`src/rtl/rmt_ckpt_pkg.sv`:
```
package rmt_ckpt_pkg;
    typedef enum logic {
        SLOT_FREE = 1'b0,
        SLOT_LIVE = 1'b1
    } slot_state_e;
endpackage

```
`src/rtl/rmt_first_set.sv`:
```
// Lowest-index picker over a request vector.
module rmt_first_set #(
    parameter int W  = 8,
    parameter int IW = $clog2(W)
) (
    input  logic [W-1:0]  req,
    output logic          any,
    output logic [IW-1:0] idx
);
    always_comb begin
        any = 1'b0;
        idx = '0;
        for (int i = W - 1; i >= 0; i--) begin
            if (req[i]) begin
                any = 1'b1;
                idx = IW'(i);
            end
        end
    end

    always_comb begin
        AST_PICK_IS_SET: assert (!any || req[idx]);
    end
endmodule

```
`src/rtl/rmt_ckpt_slot.sv`:
```
// One shadow slot: state machine, map snapshot and allocated-tag mask.
module rmt_ckpt_slot
    import rmt_ckpt_pkg::*;
#(
    parameter int NUM_ARCH = 8,
    parameter int NUM_PHYS = 16,
    parameter int TW       = 4
) (
    input  logic                         clk,
    input  logic                         rst_n,
    input  logic                         take,
    input  logic                         drop,
    input  logic                         grow,
    input  logic [TW-1:0]                grow_tag,
    input  logic [NUM_ARCH-1:0][TW-1:0]  snap_in,
    output logic [NUM_ARCH-1:0][TW-1:0]  snap_q,
    output logic [NUM_PHYS-1:0]          mask_q,
    output logic                         live
);
    slot_state_e state_q, state_d;

    always_comb begin
        state_d = state_q;
        unique case (state_q)
            SLOT_FREE: if (take) state_d = SLOT_LIVE;
            SLOT_LIVE: if (drop) state_d = SLOT_FREE;
            default:   state_d = SLOT_FREE;
        endcase
    end

    always_ff @(posedge clk) begin
        if (!rst_n) state_q <= SLOT_FREE;
        else        state_q <= state_d;
    end

    always_comb begin
        live = (state_q == SLOT_LIVE);
    end

    always_ff @(posedge clk) begin
        if (!rst_n) begin
            snap_q <= '0;
            mask_q <= '0;
        end else if (take) begin
            snap_q <= snap_in;
            mask_q <= '0;
        end else if (live && !drop && grow) begin
            mask_q[grow_tag] <= 1'b1;
        end
    end

    AST_TAKE_ONLY_FREE: assert property (@(posedge clk) disable iff (!rst_n)
        take |-> (state_q == SLOT_FREE));
    AST_NO_TAKE_AND_DROP: assert property (@(posedge clk) disable iff (!rst_n)
        !(take && drop));
endmodule

```
`src/rtl/rmt_ckpt_top.sv`:
```
module rmt_ckpt_top #(
    parameter int NUM_ARCH = 8,
    parameter int NUM_PHYS = 16,
    parameter int NUM_CKPT = 4
) (
    input  logic                        clk,
    input  logic                        rst_n,
    input  logic                        ren_valid,
    input  logic                        ren_has_dst,
    input  logic [$clog2(NUM_ARCH)-1:0] ren_dst,
    input  logic                        ren_branch,
    output logic                        ren_ready,
    output logic [$clog2(NUM_PHYS)-1:0] ren_tag,
    output logic [$clog2(NUM_CKPT)-1:0] ren_slot,
    input  logic [$clog2(NUM_ARCH)-1:0] src_arch,
    output logic [$clog2(NUM_PHYS)-1:0] src_tag,
    input  logic                        res_valid,
    input  logic [$clog2(NUM_CKPT)-1:0] res_slot,
    input  logic                        res_mispredict,
    input  logic                        rel_valid,
    input  logic [$clog2(NUM_PHYS)-1:0] rel_tag
);
    localparam int TW = $clog2(NUM_PHYS);
    localparam int SW = $clog2(NUM_CKPT);

    typedef logic [NUM_ARCH-1:0][TW-1:0] map_t;

    map_t                  map_q, map_upd, map_d, restore_map;
    logic [NUM_PHYS-1:0]   free_q, free_d, restore_mask;
    logic [NUM_CKPT-1:0]   older_q [NUM_CKPT];
    map_t                  snap_vec [NUM_CKPT];
    logic [NUM_PHYS-1:0]   mask_vec [NUM_CKPT];
    logic [NUM_CKPT-1:0]   live_vec, take_vec, drop_vec, keep_vec;
    logic                  tag_any, slot_any, res_hit, flush;
    logic                  fire, dst_fire, take_fire;
    logic [TW-1:0]         alloc_tag;
    logic [SW-1:0]         new_slot;

    rmt_first_set #(.W(NUM_PHYS), .IW(TW)) u_tag_pick (
        .req(free_q), .any(tag_any), .idx(alloc_tag)
    );

    rmt_first_set #(.W(NUM_CKPT), .IW(SW)) u_slot_pick (
        .req(~live_vec), .any(slot_any), .idx(new_slot)
    );

    // Resolution handling and acceptance
    always_comb begin
        res_hit     = res_valid && live_vec[res_slot];
        flush       = res_hit && res_mispredict;
        restore_map = snap_vec[res_slot];
        restore_mask = mask_vec[res_slot];
        ren_ready   = !flush && (!ren_has_dst || tag_any) && (!ren_branch || slot_any);
        fire        = ren_valid && ren_ready;
        dst_fire    = fire && ren_has_dst;
        take_fire   = fire && ren_branch;
        ren_tag     = alloc_tag;
        ren_slot    = new_slot;
        src_tag     = map_q[src_arch];
    end

    always_comb begin
        for (int k = 0; k < NUM_CKPT; k++) begin
            take_vec[k] = take_fire && (new_slot == SW'(k));
            drop_vec[k] = res_hit && ((res_slot == SW'(k)) ||
                          (res_mispredict && live_vec[k] && older_q[res_slot][k]));
        end
        keep_vec = live_vec & ~drop_vec;
    end

    // Next map and free set
    always_comb begin
        map_upd = map_q;
        if (dst_fire) map_upd[ren_dst] = alloc_tag;
        map_d = flush ? restore_map : map_upd;

        free_d = free_q;
        if (dst_fire)  free_d[alloc_tag] = 1'b0;
        if (rel_valid) free_d[rel_tag]   = 1'b1;
        if (flush)     free_d = free_d | restore_mask;
    end

    always_ff @(posedge clk) begin
        if (!rst_n) begin
            for (int a = 0; a < NUM_ARCH; a++) map_q[a] <= TW'(a);
            for (int t = 0; t < NUM_PHYS; t++) free_q[t] <= (t >= NUM_ARCH);
        end else begin
            map_q  <= map_d;
            free_q <= free_d;
        end
    end

    // Age matrix: older_q[j][k] means slot j was taken before slot k
    always_ff @(posedge clk) begin
        if (!rst_n) begin
            for (int j = 0; j < NUM_CKPT; j++) older_q[j] <= '0;
        end else begin
            for (int k = 0; k < NUM_CKPT; k++) begin
                if (take_vec[k]) begin
                    for (int j = 0; j < NUM_CKPT; j++) begin
                        older_q[j][k] <= live_vec[j];
                        older_q[k][j] <= 1'b0;
                    end
                end
            end
        end
    end

    for (genvar g = 0; g < NUM_CKPT; g++) begin : g_slot
        rmt_ckpt_slot #(.NUM_ARCH(NUM_ARCH), .NUM_PHYS(NUM_PHYS), .TW(TW)) u_slot (
            .clk      (clk),
            .rst_n    (rst_n),
            .take     (take_vec[g]),
            .drop     (drop_vec[g]),
            .grow     (dst_fire),
            .grow_tag (alloc_tag),
            .snap_in  (map_upd),
            .snap_q   (snap_vec[g]),
            .mask_q   (mask_vec[g]),
            .live     (live_vec[g])
        );
    end

    AST_ALLOC_FROM_FREE: assert property (@(posedge clk) disable iff (!rst_n)
        dst_fire |-> free_q[ren_tag]);
    AST_BRANCH_STALL_FULL: assert property (@(posedge clk) disable iff (!rst_n)
        (ren_valid && ren_branch && (&live_vec)) |-> !ren_ready);
    AST_RESTORE_ONE_EDGE: assert property (@(posedge clk) disable iff (!rst_n)
        flush |=> (map_q == $past(restore_map)));
    AST_REPAIR_FREES_MASK: assert property (@(posedge clk) disable iff (!rst_n)
        flush |=> ((free_q & $past(restore_mask)) == $past(restore_mask)));
    AST_SQUASH_YOUNGER: assert property (@(posedge clk) disable iff (!rst_n)
        flush |=> ((live_vec & $past(drop_vec)) == '0));
    AST_KEEP_UNDROPPED: assert property (@(posedge clk) disable iff (!rst_n)
        res_valid |=> ((live_vec & $past(keep_vec)) == $past(keep_vec)));
    AST_IGNORE_FREE_SLOT: assert property (@(posedge clk) disable iff (!rst_n)
        (res_valid && !live_vec[res_slot] && !ren_valid && !rel_valid) |=>
            ((map_q == $past(map_q)) && (free_q == $past(free_q))));
endmodule

```
`config.mk`:
```
export PLATFORM = sky130hd
export DESIGN_NAME = rmt_ckpt_top
export DESIGN_NICKNAME = d
export VERILOG_FILES = /design/src/rtl/rmt_ckpt_pkg.sv /design/src/rtl/rmt_first_set.sv /design/src/rtl/rmt_ckpt_slot.sv /design/src/rtl/rmt_ckpt_top.sv
export SDC_FILE = /design/constraint.sdc
export NUM_CORES = 1
export LEC_CHECK = 0
export BUFFER_PORTS_ARGS = -buffer_cell sky130_fd_sc_hd__buf_2
export CAP_MARGIN = 5
export CORE_UTILIZATION = 33
export DETAILED_ROUTE_END_ITERATION = 8
export PLACE_DENSITY = 0.53
export SLEW_MARGIN = 20
export SYNTH_ARGS = -nofsm -noshare
export SYNTH_HDL_FRONTEND = slang
export SYNTH_SLANG_ARGS = --single-unit
```
`constraint.sdc`:
```
create_clock -name clk -period 4.3 [get_ports clk]
set_input_delay 0.645 -clock clk [delete_from_list [all_inputs] [get_ports clk]]
set_output_delay 0.645 -clock clk [all_outputs]
set_load 0.005 [all_outputs]
```
==> results of run 1 <==
-- per-layer routing --
metal	vias up	GRT usage	share of wire
met3	37	0.0176	0.037
met1	4098	0.256	0.48
met2	161	0.287	0.46
met4	0	0.0393	0.016
li1	4028	-	-
met5	-	0	0
-- placed cells by master (no fill, tap or decap), drive strengths merged, types with 5 or more instances in the layout --
cell type / instances
and3: 6
buf: 48
inv: 14
nand2b: 6
mux2i: 32
nand3: 32
dfxtp: 244
nand2: 64
or4: 5
edfxtp: 12
o22ai: 16
o21ai: 120
a21oi: 163
mux4: 57
clkbuf: 41
nor4: 12
nor3: 23
nor2: 83
o2bb2ai: 32
o211ai: 12
a221o: 8
-- worst register-to-register path, stage by stage, from the launching register on --
cell and delay [ns]:
dfxtp_1 0.37, nor2_1 0.16, o311ai_0 0.17, a31oi_1 0.78, inv_1 0.56, nor3_1 0.64
nand2_1 0.11, a221o_1 0.37
-- layout make-up --
class                           instances  area [µm²]
Clock buffer                           41         778
Timing Repair Buffer                   48         290
Multi-Input combinational cell        727        5270
Sequential cell                       256        5250
Fill cell                            3255       20300
Tap cell                              442         553
Clock inverter                          5        31.3
Inverter                               13        48.8
-- power groups by stage --
| stage | logic (mW) | registers (mW) | clock network [mW] |
|---|---|---|---|
| floorplan | 0.246 | 2.50 | 0 |
| global placement | 0.361 | 2.51 | 0 |
| detailed placement | 0.361 | 2.51 | 0 |
| CTS | 0.362 | 2.46 | 2.22 |
| global route | 0.390 | 2.46 | 2.32 |
| finish | 0.360 | 2.46 | 2.17 |
-- metrics by stage --
| stage | cell area (µm²) | util | setup WS [ns] | total power, mW | std cells |
|---|---|---|---|---|---|
| 6_report | 12200 | 0.375 | 0.815 | 4.98 | 1532 |
| 3_5_place_dp | 11400 | 0.350 | 0.774 | 2.87 | 1486 |
| 3_3_place_gp | 11400 | 0.350 | 0.871 | 2.87 | 1486 |
| 5_1_grt | 12200 | 0.375 | 0.555 | 5.17 | 1532 |
| 2_1_floorplan | 10900 | - | 1.60 | 2.74 | 1082 |
| 4_1_cts | 12200 | 0.375 | 0.830 | 5.04 | 1532 |
-- logic make-up (layout without fill, tap and decap cells) --
logic type | after synthesis | count (layout) | synth area share
flip-flops | 256 | 256 | 0.481
AO/OA/AOI/OAI | 377 | 377 | 0.203
buffers and inverters | 99 | 107 | 0.0386
AND/OR/NAND/NOR | 257 | 257 | 0.126
multiplexers | 93 | 93 | 0.151
-- worst max-delay path by stage --
| stage | end | depth (start not counted) |
|---|---|---|
| global placement | g_slot[3].u_slot.snap_q[17] | 8 |
| detailed placement | g_slot[3].u_slot.snap_q[21] | 8 |
| CTS | ren_tag[1] | 5 |
| finish | ren_tag[1] | 5 |
| global route | ren_tag[1] | 5 |
| floorplan | older_q[0][2] | 8 |
-- state kept, by name (all words and copies together) (netlist names) --
name	cells
free_q	16
g_slot.u_slot.snap_q	128
g_slot.u_slot.mask_q	64
map_q	32
g_slot.u_slot.live	4
older_q	12
==> summary.md, run 1 <==
| Metric | Value |
|---|---|
| Status | `completed` |
| Syn Nets | `between 1000 and 1500` |
| CP endpoint kind | `primary output` |
| Net Switching | `about 1.2 mW` |
| Total track usage | `0.178` |
| First drt pass iteration count | `6` |
| CORE AREA | `~33000 µm²` |
| CTS tree | `done` |
| Hold EP | `g_slot[1].u_slot.snap_q[2]` |
| Worst Path Required | `around 3.7 ns` |
| Period utilization | `0.811` |
| Worst path cell trace | `nor2_1, o311ai_0, a31oi_1, inv_1, buf_2` |
| Detailed Route Iter0 Violations | `roughly 610` |
| Arr. time, crit path | `around 2.8 ns` |
| Post-synthesis register bit count | `between 200 and 300` |
| Num ports | `31` |
| Clock share of power | `0.435` |
| Top post-synthesis cells by area | `dfxtp_1, mux4_2, a21oi_1` |
| Initial antenna violation count | `0` |
| Routed Wire Length | `~30 mm` |
| Fmax achieved | `~0.29 GHz` |
| # clock sinks | `256` |
| Synthesis-to-layout area growth | `12.0%` |
| Critical path startpoint category | `flop` |
| Post-CTS Setup Inserts | `0` |
| Buffers plus inverters on the worst setup path | `2` |
| Combinational share of power | `0.072` |
| CP peak stage delay | `0.78 ns` |
| Post-Syn Area per Cell | `10.1 µm²` |
| Max-slew violation count | `0` |
| Sw frac | `0.240` |
| Routed len/inst | `19.4 µm` |
| Layout cells sized above 1 | `0.163` |
| YS warnings | `0` |
| Max-cap viol count | `0` |
| Unrepaired setup endpoints after global routing | `false` |
| Num CTS Buffers | `27` |
| Htree depth | `1` |
| Post_cts resized | `0` |
| Synth top area share | `0.448` |
| Hold-critical path depth | `1` |
| Placer Congestion | `approximately 0.9` |
| Crit path max-delay family | `compound AO/OA/AOI/OAI gates` |
| CP Class | `reg2out` |
| CTS root buffer | `clkbuf_16` |
| Clock slew at reported path FFs | `about 0.06 ns` |
| Leak Pwr | `around 4.2 nW` |
| Cell Area, Synth | `approximately 11000 µm²` |
| Nets | `roughly 1100` |
| Rows | `66` |
| Reg power frac | `0.493` |
| Ant. Diodes | `0` |
| Post-synth EDFFs | `12` |
| VDD IR-drop max | `0.238 mV` |
| Via count | `8324` |
| RR Endpoint | `free_q[8]` |
| Most frequent cell after synthesis | `dfxtp_1` |
| Synth Flop Type | `dfxtp_1` |
| HP Class | `reg2reg` |
| Worst-skew pair later-pin latency | `0.54 ns` |
| Final hold vios | `0` |
| Min-delay src | `g_slot[1].u_slot.snap_q[2]` |
| Worst-case reg-to-reg path depth | `7` |
| Post-synthesis instance total | `~1100` |
| Die area | `between 30000 and 40000 µm²` |
| Async SR Flop Fraction | `0` |
| Start point of the critical path | `free_q[7]` |
| Crit Path Max Fanout | `14` |
| Initial Utilization | `0.335` |
| Clock Tree Buf Depth | `3` |
| Reg2Reg Setup Slack | `around 1.0 ns` |
| Hold Slack | `between 0.4 and 0.5 ns` |
| Slew of the pin with the lowest slew margin | `between 0.9 and 1 ns` |
| Port Buffer Count | `30` |
| Synth cell count leaders | `dfxtp_1, a21oi_1, o21ai_0` |
| Slew HR | `0.335` |
| Detailed placement HPWL | `around 18 mm` |
| Die height | `~180 µm` |
| Remaining Overflow, GRT | `0` |
| Critical-path top delay cell | `a31oi_1` |
| Largest net degree at the start of global routing | `75` |
| Drc violations | `0` |
| Unique masters post-synth | `64` |
| DIE WIDTH | `around 180 µm` |
| First-pass GRT wire length | `roughly 48 mm` |
| Vias in the first global route | `~8200` |
| Final ANT Viol Nets | `0` |
| P_int | `about 3.8 mW` |
| Setup TNS | `0 ns` |
| Clock Skew | `between 0.02 and 0.03 ns` |
| Power per cell area | `408 nW/µm²` |
| R2R Path Start | `free_q[7]` |
| Post-route minimum period | `3.49 ns` |
| Register area share after synthesis | `0.481` |
| Routed vias/inst | `5.43` |
| Final Setup Violations | `0` |
| Cts hold-fix bufs | `0` |
| Cell accounting for the most synthesized area | `dfxtp_1` |
Power figures use the tool's default switching activity.
==> inputs of run 2 (changes only) <==
- PLACE_DENSITY: 0.53 -> 0.54
- clock period: 4.3 -> 3.2 ns (I/O delays scaled with it)
==> summary.md, run 2 (synthesis gave the netlist of run 1 again) <==
| Metric | Value |
|---|---|
| Post-route minimum period | `2.95 ns` |
| Largest net degree at the start of global routing | `~150` |
| Power per cell area | `~560 nW/µm²` |
| Setup TNS | `0 ns` |
| Period utilization | `0.922` |
| Via count | `about 8500` |
| CORE AREA | `32500 µm²` |
| Initial antenna violation count | `0` |
| Fmax achieved | `roughly 0.34 GHz` |
| Combinational share of power | `0.072` |
| Num ports | `31` |
| Reg2Reg Setup Slack | `approximately 0.32 ns` |
| Footprint of the multi-input gates | `~5300 µm²` |
| Routed Wire Length | `roughly 30 mm` |
| Fill cells | `3249` |
| Final ANT Viol Nets | `0` |
| Synthesis-to-layout area growth | `15.0%` |
| Nets | `roughly 1100` |
| Clock Skew | `0.0213 ns` |
| DIE WIDTH | `184 µm` |
| Cell Count, Final, Fillers Out | `1557` |
| Initial Utilization | `0.335` |
| Htree depth | `1` |
| CTS root buffer | `clkbuf_16` |
| Detailed placement HPWL | `18.9 mm` |
| Max-cap viol count | `0` |
| Remaining Overflow, GRT | `0` |
| Net Switching | `roughly 1.7 mW` |
| Sequential cell area | `between 5000 and 6000 µm²` |
| Leak Pwr | `4.40 nW` |
| CTS tree | `done` |
| CP endpoint kind | `primary output` |
| Regs by FF count | `g_slot.u_slot.snap_q: 128 flops, g_slot.u_slot.mask_q: 64 flops, map_q: 32 flops` |
| Total track usage | `0.179` |
| Routed len/inst | `19.3 µm` |
| Layout cells sized above 1 | `0.187` |
| Unrepaired setup endpoints after global routing | `false` |
| # clock sinks | `256` |
| Worst-case reg-to-reg path depth | `7` |
| Commonest non-fill, non-tap cells in the layout | `dfxtp_1, a21oi_1, o21ai_0` |
| Dpl cells | `between 1500 and 2000` |
| Slew of the pin with the lowest slew margin | `slightly below 0.9 ns` |
| Clock share of power | `0.459` |
| Commonest non-fill, non-tap cell in the layout | `dfxtp_1` |
| HP Class | `reg2reg` |
| Detailed Route Iter0 Violations | `649` |
| Cts hold-fix bufs | `0` |
| VDD IR-drop max | `about 0.29 mV` |
| P_int | `roughly 5.4 mW` |
| RR Endpoint | `map_q[15]` |
| Routed vias/inst | `between 5 and 6` |
| Worst-skew pair later-pin latency | `approximately 0.54 ns` |
| Critical path startpoint category | `flop` |
| Drc violations | `0` |
| Start point of the critical path | `free_q[8]` |
| First-pass GRT wire length | `between 40 and 50 mm` |
| CP Class | `reg2out` |
| Sw frac | `0.238` |
| Num CTS Buffers | `28` |
| Biggest register | `g_slot.u_slot.snap_q` |
| R2R Path Start | `g_slot[2].u_slot.live` |
| Worst Path Required | `around 2.7 ns` |
| Slew HR | `0.419` |
| Port Buffer Count | `30` |
| Layout Utilization | `0.385` |
| First drt pass iteration count | `5` |
| Status | `completed` |
| Pre-CTS setup slack | `between 0.15 and 0.2 ns` |
| Final hold vios | `0` |
| Clock Tree Buf Depth | `3` |
| Arr. time, crit path | `around 2.5 ns` |
| Crit path capture | `ren_tag[2]` |
| Die height | `about 180 µm` |
| Largest register FFs | `approximately 130` |
| Die area | `roughly 34000 µm²` |
| Crit Path Max Fanout | `12` |
| Final Setup Violations | `0` |
| Final worst slack | `0.248 ns` |
| Placer Congestion | `between 0.8 and 0.9` |
| Reg power frac | `0.468` |
| Max-slew violation count | `0` |
| Post-CTS Setup Inserts | `0` |
| Ant. Diodes | `0` |
| Clock slew at reported path FFs | `around 0.06 ns` |
| Post_cts resized | `0` |
| Power, Total | `7.04 mW` |
| Rows | `66` |
| Vias in the first global route | `8175` |
run 2: changes by cell type in the layout (fill, tap and decap cells not counted), sizes merged:
cell / delta
buf: +20
bufinv: +1
clkinv: +6
clkinvlp: -1
inv: -1
run 2: per-layer routing:
metal	routed length, µm	vias up	global-route usage
met3	1600	33	0.0283
met4	519	0	0.0417
met5	0	-	0
met2	13700	229	0.282
li1	-	4072	-
met1	14200	4200	0.255
run 2: area by class of cell:
cell class | count | share of cell area
clock buffers | 41 | 0.0679
clock inverters | 10 | 0.00749
inverters | 13 | 0.00389
multi-input cells | 727 | 0.421
flip-flops and latches | 256 | 0.418
well taps | 442 | 0.0441
repair buffers | 68 | 0.0371
run 2: worst max-delay path, stage by stage (launching register included):
cell and delay (ns):
dfxtp_1 0.35, or4_1 0.57, nor2_1 0.22, o21a_1 0.56, buf_2 0.23
run 2: power by group through the flow:
stage	clock network, mW	registers (mW)	logic [mW]
finish	3.24	3.30	0.507
global route	3.44	3.30	0.551
CTS	3.29	3.30	0.510
detailed placement	0	3.37	0.509
global placement	0	3.37	0.507
floorplan	0	3.36	0.331
run 2: through the flow:
stage | area (µm²) | hold WS (ns)
after CTS | 12500 | 0.458
after floorplan | 10900 | 0.427
after detailed placement | 11600 | 0.443
final | 12500 | 0.458
after global placement | 11600 | 0.440
after global routing | 12500 | 0.469
run 2: worst min path at each step:
stage,startpoint,to,cells after the start
finish,g_slot[1].u_slot.snap_q[0],g_slot[1].u_slot.snap_q[0],1
global route,g_slot[1].u_slot.snap_q[19],g_slot[1].u_slot.snap_q[19],1
detailed placement,g_slot[1].u_slot.snap_q[30],g_slot[1].u_slot.snap_q[30],1
floorplan,g_slot[1].u_slot.snap_q[0],g_slot[1].u_slot.snap_q[0],1
CTS,rst_n,g_slot[3].u_slot.live,3
global placement,g_slot[1].u_slot.snap_q[3],g_slot[1].u_slot.snap_q[3],1
